<file path="src/rtl/stsb_pkg.sv">
package stsb_pkg;
  localparam int SB_W    = 8;
  localparam int EAV_BIT = 2;
  localparam int EES_BIT = 3;
  localparam int MAV_BIT = 4;
  localparam int ESB_BIT = 5;
  localparam int SUM_BIT = 6;

  typedef struct packed {
    logic loadStdEn;
    logic loadSre;
    logic clrStdEvt;
    logic flushOutQ;
    logic pollDone;
  } stsbCtl_t;
endpackage

</file>
<file path="src/rtl/stsb_ctrl.sv">
module stsb_ctrl
  import stsb_pkg::*;
(
  input  logic     stdEnWe,
  input  logic     sreWe,
  input  logic     spollRd,
  input  logic     clrStatus,
  input  logic     clrAfterTerm,
  output stsbCtl_t ctl
);
  always_comb begin
    ctl           = '0;
    ctl.loadStdEn = stdEnWe;
    ctl.loadSre   = sreWe;
    ctl.clrStdEvt = clrStatus;
    ctl.flushOutQ = clrStatus & clrAfterTerm;
    ctl.pollDone  = spollRd;
  end
endmodule

</file>
<file path="src/rtl/stsb_datapath.sv">
module stsb_datapath
  import stsb_pkg::*;
#(
  parameter int EVT_W = 8
) (
  input  logic             clk,
  input  logic             rstN,
  input  stsbCtl_t         ctl,
  input  logic [EVT_W-1:0] stdEvtPulse,
  input  logic [EVT_W-1:0] stdEnData,
  input  logic [SB_W-1:0]  sreData,
  input  logic             errQNotEmpty,
  input  logic             outQNotEmpty,
  input  logic             extSummary,
  output logic [SB_W-1:0]  stbQuery,
  output logic [SB_W-1:0]  stbPoll,
  output logic [SB_W-1:0]  sreReadback,
  output logic             rqs,
  output logic             mssPrev
);
  localparam logic [SB_W-1:0] SUM_MASK = ~(SB_W'(1) << SUM_BIT);

  logic [EVT_W-1:0] stdEvt;
  logic [EVT_W-1:0] stdEn;
  logic [SB_W-1:0]  sre;
  logic [SB_W-1:0]  sbBase;
  logic             esb;
  logic             mss;
  logic             mssRise;
  logic             rqsNext;

  // sticky standard events; a pulse coinciding with a clear survives
  always_ff @(posedge clk) begin
    if (!rstN) begin
      stdEvt <= '0;
      stdEn  <= '0;
      sre    <= '0;
    end else begin
      stdEvt <= (ctl.clrStdEvt ? '0 : stdEvt) | stdEvtPulse;
      if (ctl.loadStdEn) stdEn <= stdEnData;
      if (ctl.loadSre)   sre   <= sreData & SUM_MASK;
    end
  end

  assign esb = |(stdEvt & stdEn);

  always_comb begin
    sbBase          = '0;
    sbBase[EAV_BIT] = errQNotEmpty;
    sbBase[EES_BIT] = extSummary;
    sbBase[MAV_BIT] = outQNotEmpty;
    sbBase[ESB_BIT] = esb;
  end

  assign mss     = |(sbBase & sre & SUM_MASK);
  assign mssRise = mss & ~mssPrev;

  always_comb begin
    if (mssRise)           rqsNext = 1'b1;
    else if (!mss)         rqsNext = 1'b0;
    else if (ctl.pollDone) rqsNext = 1'b0;
    else                   rqsNext = rqs;
  end

  always_ff @(posedge clk) begin
    if (!rstN) begin
      rqs     <= 1'b0;
      mssPrev <= 1'b0;
    end else begin
      rqs     <= rqsNext;
      mssPrev <= mss;
    end
  end

  always_comb begin
    stbQuery          = sbBase;
    stbQuery[SUM_BIT] = mss;
    stbPoll           = sbBase;
    stbPoll[SUM_BIT]  = rqs;
  end

  assign sreReadback = sre;
endmodule

</file>
<file path="src/rtl/stsb_top.sv">
module stsb_top
  import stsb_pkg::*;
#(
  parameter int EVT_W = 8
) (
  input  logic             clk,
  input  logic             rstN,
  input  logic [EVT_W-1:0] stdEvtPulse,
  input  logic             stdEnWe,
  input  logic [EVT_W-1:0] stdEnData,
  input  logic             extSummary,
  input  logic             errQNotEmpty,
  input  logic             outQNotEmpty,
  input  logic             sreWe,
  input  logic [7:0]       sreData,
  input  logic             spollRd,
  input  logic             clrStatus,
  input  logic             clrAfterTerm,
  output logic [7:0]       stbQuery,
  output logic [7:0]       stbPoll,
  output logic [7:0]       sreReadback,
  output logic             srq,
  output logic             outQFlush
);
  stsbCtl_t ctl;
  logic     rqs;
  logic     mssPrev;

  stsb_ctrl u_ctrl (
    .stdEnWe(stdEnWe), .sreWe(sreWe), .spollRd(spollRd),
    .clrStatus(clrStatus), .clrAfterTerm(clrAfterTerm), .ctl(ctl)
  );

  stsb_datapath #(.EVT_W(EVT_W)) u_dp (
    .clk(clk), .rstN(rstN), .ctl(ctl),
    .stdEvtPulse(stdEvtPulse), .stdEnData(stdEnData), .sreData(sreData),
    .errQNotEmpty(errQNotEmpty), .outQNotEmpty(outQNotEmpty),
    .extSummary(extSummary),
    .stbQuery(stbQuery), .stbPoll(stbPoll), .sreReadback(sreReadback),
    .rqs(rqs), .mssPrev(mssPrev)
  );

  assign srq       = rqs;
  assign outQFlush = ctl.flushOutQ;
endmodule

</file>
<file path="config.mk">
export PLATFORM = sky130hd
export DESIGN_NAME = stsb_top
export DESIGN_NICKNAME = d
export VERILOG_FILES = /design/src/rtl/stsb_pkg.sv /design/src/rtl/stsb_ctrl.sv /design/src/rtl/stsb_datapath.sv /design/src/rtl/stsb_top.sv
export SDC_FILE = /design/constraint.sdc
export NUM_CORES = 1
export LEC_CHECK = 0
export BUFFER_PORTS_ARGS = -buffer_cell sky130_fd_sc_hd__buf_4
export CAP_MARGIN = 5
export CORE_ASPECT_RATIO = 0.5
export CORE_UTILIZATION = 39
export CTS_CLUSTER_DIAMETER = 40
export DETAILED_ROUTE_END_ITERATION = 8
export PLACE_DENSITY = 0.74
export SYNTH_ARGS = -nofsm -noshare
export SYNTH_HDL_FRONTEND = slang
export SYNTH_SLANG_ARGS = --single-unit
</file>
<file path="constraint.sdc">
create_clock -name clk -period 1.05 [get_ports clk]
set_clock_uncertainty 0.05 [all_clocks]
set_input_delay 0.105 -clock clk [delete_from_list [all_inputs] [get_ports clk]]
set_output_delay 0.105 -clock clk [all_outputs]
set_load 0.005 [all_outputs]
</file>
==> results.md, run 1 <==
* Mapped Area at ~1100 µm²
* Most frequent cells in the layout: buf_4 (59), nor2b_1 (23), dfxtp_1 (22)
* Routed wire per std cell at roughly 12 µm
* Fill cells at 214
* H-Tree Depth at 1
* Total Wirelength at approximately 2500 µm
* Max stage delay cell, worst path: a222oi_1
* CP Capture Point: stbQuery[6]
* #FFs+latches synth at 25
* Commonest non-fill, non-tap cell in the layout: buf_4
* Final worst-path setup slack at -0.4515 ns
* # setup viols final at 5
* Nature of the critical path endpoint: output port
* Total clock sinks at 25
* Crit path buf inv count at 1
* IO Port Bufs at around 50
* Crit path max fanout at 2
* Top-area cell type share of the netlist area at between 40 and 50%
* Die area at just over 3000 µm²
* Area grow syn2layout at 48.93%
* Setup slack, reg-to-reg at -0.21 ns
* DIE WIDTH at 77.36 µm
* Die Ht at ~40 µm
* Pre-CTS WS at -0.2196 ns
* GP Congestion at ~0.70
* Crit path largest cell delay at roughly 0.38 ns
* Antenna-violating nets left at 0
* Sequential area share after synthesis at between 40% and 50%
* Share of layout cells above drive strength 1 at between 40% and 50%
* Fin nets at between 200 and 250
* Max VDD drop at 0.5712 mV
* Fin. max-slew vios at 0
* Result of the run: finished, violations left
* Capturing point of the worst reg2reg path: u_dp.mssPrev
* Global Route Usage Sum at around 17%
* Core Area at roughly 2600 µm²
* Syn. warnings at 0
* Reg2Reg Launch Point: u_dp.sreReadback[3]
* DRT Pass-1 Iters at 4
* Synth area leaders: dfxtp_1 (45%), mux2i_1 (14%), nor2b_1 (14%)
* Clk buf depth at 2
* Post-Synthesis Mean Instance Area at around 10 µm²
* Vias in the first global route at roughly 830
* Largest net degree at the start of global routing at 15
* Via/cell ratio at roughly 4.5
* Cell Chain, Critical Path: a222oi_1, a21bo_2, buf_6
* FP Rows at 13
* Cell taking the most area after synthesis: dfxtp_1
* Yosys cell types at 18
* Total congestion overflow at 0
* Worst path top cell family by delay: compound AO/OA/AOI/OAI gates
* Inst Count DP at 190
* Hold slack at 0.005168 ns
* Crit. path cell count at 3
* Setup Crit Path Kind: reg -> out
* Leakage at 0.0007745 µW
* Setup crit start: u_dp.sreReadback[3]
* Clk Tree Root Cell: clkbuf_8
* CP arrival at ~1.4 ns
* Routed via count at roughly 900
* Initial antenna violation count at 0
* Post-route cell area at roughly 1600 µm²
* Ant. Diodes at 0
* Max cap viols at 0
* Hpwl dp at about 1700 µm
* Dpl cell area at ~1500 µm²
* Cell Pwr Density at 1235 nW/µm²
* CTS Buf Count at 3
* CTS tree: built
* CP startpoint kind: flip-flop
* Max Clk Rate at ~670 MHz
* CP Data Required Time at 0.89 ns
* RSZ-0062 raised after global routing: yes
* Clock slew at reported path FFs at 0.09 ns
* HP Class: in -> reg
* Failing checks: negative setup slack
* IO Pins at 60
* Cells after Synth at around 110
* Post-route DRC at 0
* Final Hold Viols at 0
* Iteration-0 DRC count of the detailed router at between 70 and 80
* Reg2Reg Depth at 4
* Initial Util at 42.02%
* Period minus WS final at ~1.5 ns
* Worst-Skew Late Latency at ~0.27 ns
* First-pass GRT wire length at about 3800 µm
* Non-Filler Instances at 203
* Final Cycle Share at 143.0%
[worst register-to-register path: stages, from the launching register on]
cell and delay [ns]:
dfxtp_2 0.33, a222oi_1 0.38, buf_4 0.18, nor2b_2 0.03, or2_1 0.20
[synth_stat cells]
master	n
nand4_1	1
nor2b_1	24
a21bo_2	1
nand2_1	1
buf_4	17
mux2i_1	15
and2_1	1
dfxtp_1	25
or2_1	1
o21a_1	9
a22oi_1	4
conb_1	1
clkbuf_1	2
o21ai_0	1
buf_2	2
a41oi_1	1
a222oi_1	1
inv_1	1
[per-stage QoR]
| stage | TNS, ns | utilization (%) | total power [µW] |
|---|---|---|---|
| final | -1.513 | 62.58 | 2036 |
| after global routing | -1.894 | 62.58 | 2150 |
| after global placement | -0.4806 | 56.27 | 1422 |
| after detailed placement | -0.6001 | 56.27 | 1431 |
| after floorplan | -0.1400 | - | 1264 |
| after CTS | -1.748 | 62.39 | 2049 |
[layout make-up]
cell class              instances  area, µm²  share of cell area (%)
well taps                      37      46.29                   2.807
inverters                       1      3.754                  0.2276
repair buffers                 69      546.8                   33.16
flip-flops and latches         25      504.2                   30.58
multi-input cells              67      503.0                   30.50
clock buffers                   4      45.04                   2.731
[layer usage]
layer	GRT usage (%)	wire [µm]	vias to the layer above
met3	5.116	100	0
met4	4.245	0	0
met1	20.79	1127	426
met5	0	0	-
met2	30.09	1249	30
li1	-	-	457
[sequential cells by signal, summed over array words and instances, names as in the netlist]
name	flops
u_dp.rqs	1
u_dp.stdEn	8
u_dp.sreReadback	7
u_dp.mssPrev	1
u_dp.stdEvt	8
[worst min path at each step]
stage	startpoint	slack (ns)	depth (start not counted)	end
CTS	stdEvtPulse[6]	0.003	2	u_dp.stdEvt[6]
floorplan	stdEvtPulse[0]	0.18	1	u_dp.stdEvt[0]
detailed placement	stdEvtPulse[2]	0.27	2	u_dp.stdEvt[2]
global placement	stdEvtPulse[0]	0.27	2	u_dp.stdEvt[0]
global route	stdEvtPulse[3]	0.01	2	u_dp.stdEvt[3]
finish	stdEvtPulse[3]	0.005	2	u_dp.stdEvt[3]
[power by group]
part / internal [µW] / switching, µW
logic: 279 / 143
clock network: 271 / 292
registers: 1010 / 41.2
total: 1560 / 476
[logic make-up after synthesis]
family	synth area share (%)
buffers and inverters	13.45
DFF	45.20
and+or+nand+nor	15.59
muxes	13.56
AOI/OAI and AO/OA	11.86
other	0.3387
[what timing repair did]
item | in CTS | in global routing
hold buffers | 6 | 1
pin swaps | 4 | 4
resized for setup | 9 | 2
setup buffers | 4 | 0
hold endpoints to repair | 6 | 1
endpoints found under the setup margin | 5 | 5
(Power assumes the default switching activity.)
==> run 2: changes to the inputs <==
--- a/config.mk
+++ b/config.mk
@@ -11,6 +11,7 @@
 export CORE_UTILIZATION = 39
 export CTS_CLUSTER_DIAMETER = 40
 export DETAILED_ROUTE_END_ITERATION = 8
+export HOLD_SLACK_MARGIN = 0.1
 export PLACE_DENSITY = 0.74
 export SYNTH_ARGS = -nofsm -noshare
 export SYNTH_HDL_FRONTEND = slang
==> constraint.sdc (replaced) <==
create_clock -name clk -period 1.3 [get_ports clk]
set_clock_uncertainty 0.05 [all_clocks]
set_input_delay 0.13 -clock clk [delete_from_list [all_inputs] [get_ports clk]]
set_output_delay 0.13 -clock clk [all_outputs]
set_load 0.005 [all_outputs]
==> run 2 against run 1 <==
  * The run still ends with negative setup slack left
  * Power shrank 19%
  * First-iteration DRC count shrank 57%
  * Critical path depth is the same
  * Die area is the same
  * Sequential share of layout area shrank 1.7 points
  * Critical path type unchanged
  * Largest cell class unchanged
==> results.md, run 2 (same netlist as run 1, synthesis figures left out) <==
* Period minus WS final at ~1.5 ns
* FP Rows at 13 (unchanged)
* Leakage at 0.0008047 µW (+3.9%)
* CP Data Required Time at 1.12 ns (+0.23 ns)
* # setup viols final at 4 (-1)
* Total congestion overflow at 0 (unchanged)
* Worst-Skew Late Latency at 0.26 ns (about the same)
* CP arrival at 1.35 ns (about the same)
* Fill cells at 210 (-1.9%)
* Failing checks: negative setup slack
* Initial Util at 42.02% (unchanged)
* Max Clk Rate at between 600 and 700 MHz
* Nature of the critical path endpoint: output port
* Initial antenna violation count at 0 (unchanged)
* RSZ-0062 raised after global routing: yes
* Total clock sinks at 25 (unchanged)
* Die Ht at 39.68 µm (unchanged)
* Non-Filler Instances at 212 (+4.4%)
* Max VDD drop at 0.5025 mV (-12%)
* Hpwl dp at 1600 µm (-7.2%)
* Result of the run: finished, violations left
* Clk Tree Root Cell: clkbuf_8
* Share of layout cells above drive strength 1 at 37.14% (-7.4 points)
* H-Tree Depth at 1 (unchanged)
* IO Pins at 60 (unchanged)
* Clk buf depth at 2 (unchanged)
* Most frequent cells in the layout: buf_4 (54), nor2b_1 (24), dfxtp_1 (23)
* Global Route Usage Sum at 15.98% (-1.0 points)
* DIE WIDTH at 77.36 µm (unchanged)
* CTS Buf Count at 3 (unchanged)
* Largest net degree at the start of global routing at 26 (+11)
* GP Congestion at 0.6708 (-4.7%)
* Hold slack at 0.09985 ns (+0.09468 ns)
* Clock slew at reported path FFs at 0.08 ns (about the same)
* Fin. max-slew vios at 0 (unchanged)
* Crit path max fanout at 2 (unchanged)
* Fin nets at 210 (+4.5%)
* HP Class: in -> reg
* CP startpoint kind: flip-flop
* Die area at 3069 µm² (unchanged)
* Commonest non-fill, non-tap cell in the layout: buf_4
* Post-route DRC at 0 (unchanged)
* Total Wirelength at 2352 µm (-5.1%)
* IO Port Bufs at 51 (unchanged)
* Final Cycle Share at 118.0%
* Core Area at 2635 µm² (unchanged)
* Final worst-path setup slack at -0.2338 ns (+0.2178 ns)
* Cell Pwr Density at 942.4 nW/µm² (-24%)
* Vias in the first global route at 857 (+3.5%)
* Setup Crit Path Kind: reg -> out
* Area grow syn2layout at 57.29%
* Routed via count at 942 (+3.2%)
* Iteration-0 DRC count of the detailed router at 31 (-57%)
* CTS tree: built
* DRT Pass-1 Iters at 4 (unchanged)
* Inst Count DP at 184 (-3.2%)
* Tot Pwr at 1641 µW (-19%)
* First-pass GRT wire length at 3663 µm (-4.3%)
* Max cap viols at 0 (unchanged)
* Routed wire per std cell at 11.09 µm (-9.1%)
* Final Hold Viols at 0 (unchanged)
* Ant. Diodes at 0 (unchanged)
* Antenna-violating nets left at 0 (unchanged)
* Via/cell ratio at 4.443 (-1.2%)
[run 2: report_power, final]
group / leakage [µW] / internal (µW) / switching [µW] / total (µW)
clock: 0.0000228 / 219 / 224 / 443
sequential: 0.000208 / 815 / 28.6 / 844
combinational: 0.000574 / 238 / 116 / 355
[run 2: metrics by stage]
step | instance area, µm² | utilization, % | setup TNS [ns] | worst slack [ns]
6_report | 1742 | 66.10 | -0.5711 | -0.2338
5_1_grt | 1742 | 66.10 | -0.9082 | -0.3264
4_1_cts | 1733 | 65.76 | -0.4990 | -0.2480
3_5_place_dp | 1436 | 54.51 | 0 | 0.03423
3_3_place_gp | 1436 | 54.51 | 0 | 0.04492
2_1_floorplan | 1130 | - | 0 | 0.1131
[run 2: what timing repair did]
item / 4_1_cts / 5_1_grt
pin swaps: 2 / 2
hold endpoints to repair: 22 / 0
hold buffers: 22 / 0
gates resized for setup: 6 / 1
setup buffers: 1 / 1
endpoints found under the setup margin: 3 / 4
[run 2: path summary, 6_finish.rpt]
kind / startpoint / end / slack (ns) / depth (start not counted)
max reg2reg: u_dp.stdEvt[4] / u_dp.mssPrev / -0.04 / 5
max: u_dp.sreReadback[3] / stbQuery[6] / -0.23 / 3
min reg2reg: u_dp.mssPrev / u_dp.rqs / 0.46 / 2
min: sreData[2] / u_dp.sreReadback[2] / 0.1 / 3
[run 2: final cells by class]
cell class / count / area, µm² / area share (%)
Clock buffer: 4 / 45.04 / 2.586
Inverter: 1 / 3.754 / 0.2155
Multi-Input combinational cell: 67 / 495.5 / 28.45
Sequential cell: 25 / 503.0 / 28.88
Tap cell: 37 / 46.29 / 2.658
Timing Repair Buffer: 78 / 648.1 / 37.21
[run 2: metal layers]
metal | track usage (%) | vias to the layer above | share of wire, %
li1 | - | 472 | -
met1 | 17.60 | 431 | 44
met2 | 29.87 | 35 | 48
met3 | 6.279 | 4 | 6.0
met4 | 4.245 | 0 | 1.3
met5 | 0 | - | 0
[run 2: critical path: stages (launching register included)]
cell and delay [ns]:
dfxtp_1 0.32, a222oi_1 0.38, a21bo_2 0.27, buf_4 0.13
==> run 3: changes to the inputs <==
==> constraint.sdc (replaced) <==
create_clock -name clk -period 1.3 [get_ports clk]
set_clock_uncertainty 0.05 [all_clocks]
set_input_delay 0.195 -clock clk [delete_from_list [all_inputs] [get_ports clk]]
set_output_delay 0.195 -clock clk [all_outputs]
set_load 0.005 [all_outputs]
==> run 3 against run 2 <==
  * The flow still finishes with violations (negative setup slack)
  * Cell area is 7.5% lower
  * Core utilization down 5.0 points
  * Final cell count decreased by 6.1%
  * Clock power is 0.9% higher
  * Worst setup slack worse by 0.080 ns
  * Sequential power about the same
  * Sequential share of layout area up 2.3 points
  * Maximum frequency down 4.9%
  * Largest power group unchanged
  * Combinational power is 9.0% lower
==> results.md, run 3 (same netlist as run 1, synthesis figures left out) <==
* Max VDD drop at 0.5406 mV (+7.6%)
* GP Congestion at 0.6720 (+0.18%)
* Fin nets at 197 (-6.2%)
* Leakage at 0.0007521 µW (-6.5%)
* Period minus WS final at 1.613 ns (+0.07960 ns)
* Final Hold Viols at 0 (unchanged)
* Fin. max-slew vios at 0 (unchanged)
* Core Area at 2635 µm² (unchanged)
* Die Ht at 39.68 µm (unchanged)
* Result of the run: finished, violations left
* CTS tree: built
* IO Pins at 60 (unchanged)
* Register Area at 501.7 µm² (-0.25%)
* Hold EP: u_dp.stdEvt[0]
* Metal3 WL at 154 µm (+10%)
* CP startpoint kind: flip-flop
* Inst Count DP at 186 (+1.1%)
* Worst hold stages at 2 (-1)
* Die area at 3069 µm² (unchanged)
* Post-route cell area at 1610 µm² (-7.5%)
* CP arrival at 1.37 ns (+0.02 ns)
* First-pass GRT wire length at 3346 µm (-8.7%)
* HP Class: in -> reg
* Final worst-path setup slack at -0.3134 ns (-0.07960 ns)
* Total congestion overflow at 0 (unchanged)
* Clk buf depth at 2 (unchanged)
* Clock slew at reported path FFs at 0.08 ns (about the same)
* Setup slack, reg-to-reg at 0.09 ns (+0.13 ns)
* Setup TNS at -0.7255 ns (-0.1544 ns)
* Clk Tree Root Cell: clkbuf_8
* Fill cells at 231 (+10%)
* Ant. Diodes at 0 (unchanged)
* Post-route DRC at 0 (unchanged)
* Largest net degree at the start of global routing at 26 (unchanged)
* Global Route Usage Sum at 14.59% (-1.4 points)
* Max cap viols at 0 (unchanged)
* Capturing point of the worst reg2reg path: u_dp.mssPrev
* Initial Util at 42.02% (unchanged)
* FP Rows at 13 (unchanged)
* Total clock sinks at 25 (unchanged)
* H-Tree Depth at 1 (unchanged)
* Reg2Reg Depth at 4 (-1)
* Nature of the critical path endpoint: output port
* DR WL met2 at 1119 µm (-1.4%)
* M1 WL at 944 µm (-9.7%)
* Final Cycle Share at 124.1% (+6.1 points)
* Cell Pwr Density at 1003 nW/µm² (+6.4%)
* Dpl cell area at 1451 µm² (+1.0%)
* Crit path max fanout at 2 (unchanged)
* DR top layer: met4
* Initial antenna violation count at 0 (unchanged)
* CP Data Required Time at 1.05 ns (-0.07 ns)
* Setup Crit Path Kind: reg -> out
* Hpwl dp at 1625 µm (+1.6%)
* Pre-CTS WS at -0.04838 ns (-0.08261 ns)
* Iteration-0 DRC count of the detailed router at 32 (+3.2%)
* Area taken by multi-input logic gates at 500.5 µm² (+1.0%)
* Hold_sp: stdEvtPulse[0]
* DIE WIDTH at 77.36 µm (unchanged)
* Area grow syn2layout at 45.42%
* Antenna-violating nets left at 0 (unchanged)
* Routed wire per std cell at 11.24 µm (+1.3%)
* Most frequent cells in the layout: buf_4 (56), nor2b_1 (24), dfxtp_1 (24)
* Routed via count at 883 (-6.3%)
* # setup viols final at 3 (-1)
* Share of layout cells above drive strength 1 at 41.36% (+4.2 points)
* RSZ-0062 raised after global routing: yes
* CTS Buf Count at 3 (unchanged)
* Total Wirelength at 2236 µm (-4.9%)
* Failing checks: negative setup slack
* Vias in the first global route at 766 (-11%)
* Hold slack at 0.1025 ns (+0.002623 ns)
* Max Clk Rate at 619.8 MHz (-4.9%)
* Reg2Reg Launch Point: u_dp.stdEn[4]
* Non-Filler Instances at 199 (-6.1%)
* Commonest non-fill, non-tap cell in the layout: buf_4
* DRT Pass-1 Iters at 4 (unchanged)
* Via/cell ratio at 4.437 (-0.14%)
* IO Port Bufs at 51 (unchanged)
* Worst-Skew Late Latency at 0.26 ns (about the same)
run 3: cell types whose count changed in the layout (fill, tap and decap cells not counted), sizes merged:
cell,change
dlygate4sd3,-15
buf,+2
run 3: per-stage QoR:
stage / utilization, % / total power, µW
after floorplan: - / 1020
after global placement: 55.08 / 1144
after detailed placement: 55.08 / 1151
after CTS: 59.83 / 1615
after global routing: 61.11 / 1699
final: 61.11 / 1615
run 3: how the worst max path moves through the flow:
stage,from,to,slack (ns),depth (start not counted)
final,u_dp.sreReadback[3],stbQuery[6],-0.31,3
after global routing,u_dp.sreReadback[3],stbQuery[6],-0.37,3
after CTS,u_dp.sreReadback[3],stbQuery[6],-0.32,3
after detailed placement,extSummary,stbQuery[6],-0.05,4
after global placement,extSummary,stbQuery[6],-0.06,4
after floorplan,u_dp.sreReadback[3],stbQuery[6],0.05,3
run 3: area by class of cell:
| class | instances | area share (%) |
|---|---|---|
| Timing Repair Buffer | 65 | 31.86 |
| Sequential cell | 25 | 31.16 |
| Multi-Input combinational cell | 67 | 31.08 |
| Tap cell | 37 | 2.875 |
| Clock buffer | 4 | 2.797 |
| Inverter | 1 | 0.2331 |
run 3: critical path, stage by stage (launching register included):
cell and delay, ns:
dfxtp_1 0.32, a222oi_1 0.39, a21bo_2 0.27, buf_4 0.13
run 3: report_power, final:
part           switching (µW)  internal (µW)  leakage (µW)  total, µW
Combinational             110            214      0.000522        323
Clock                     228            219     0.0000228        447
Sequential               29.4            815      0.000208        844
run 3: timing repair:
action                                 CTS  global route
endpoints found under the hold margin    7             0
setup endpoints to repair                3             3
hold buffers                             7             0
pin swaps                                1             3
setup buffers                            0             2
resized for setup                        2             5
run 3: metal layers:
layer  vias to the layer above  global-route usage [%]
met1                       400                   16.35
met2                        33                   27.43
met3                         2                   4.884
met4                         0                   4.245
li1                        448                       -
met5                         -                       0
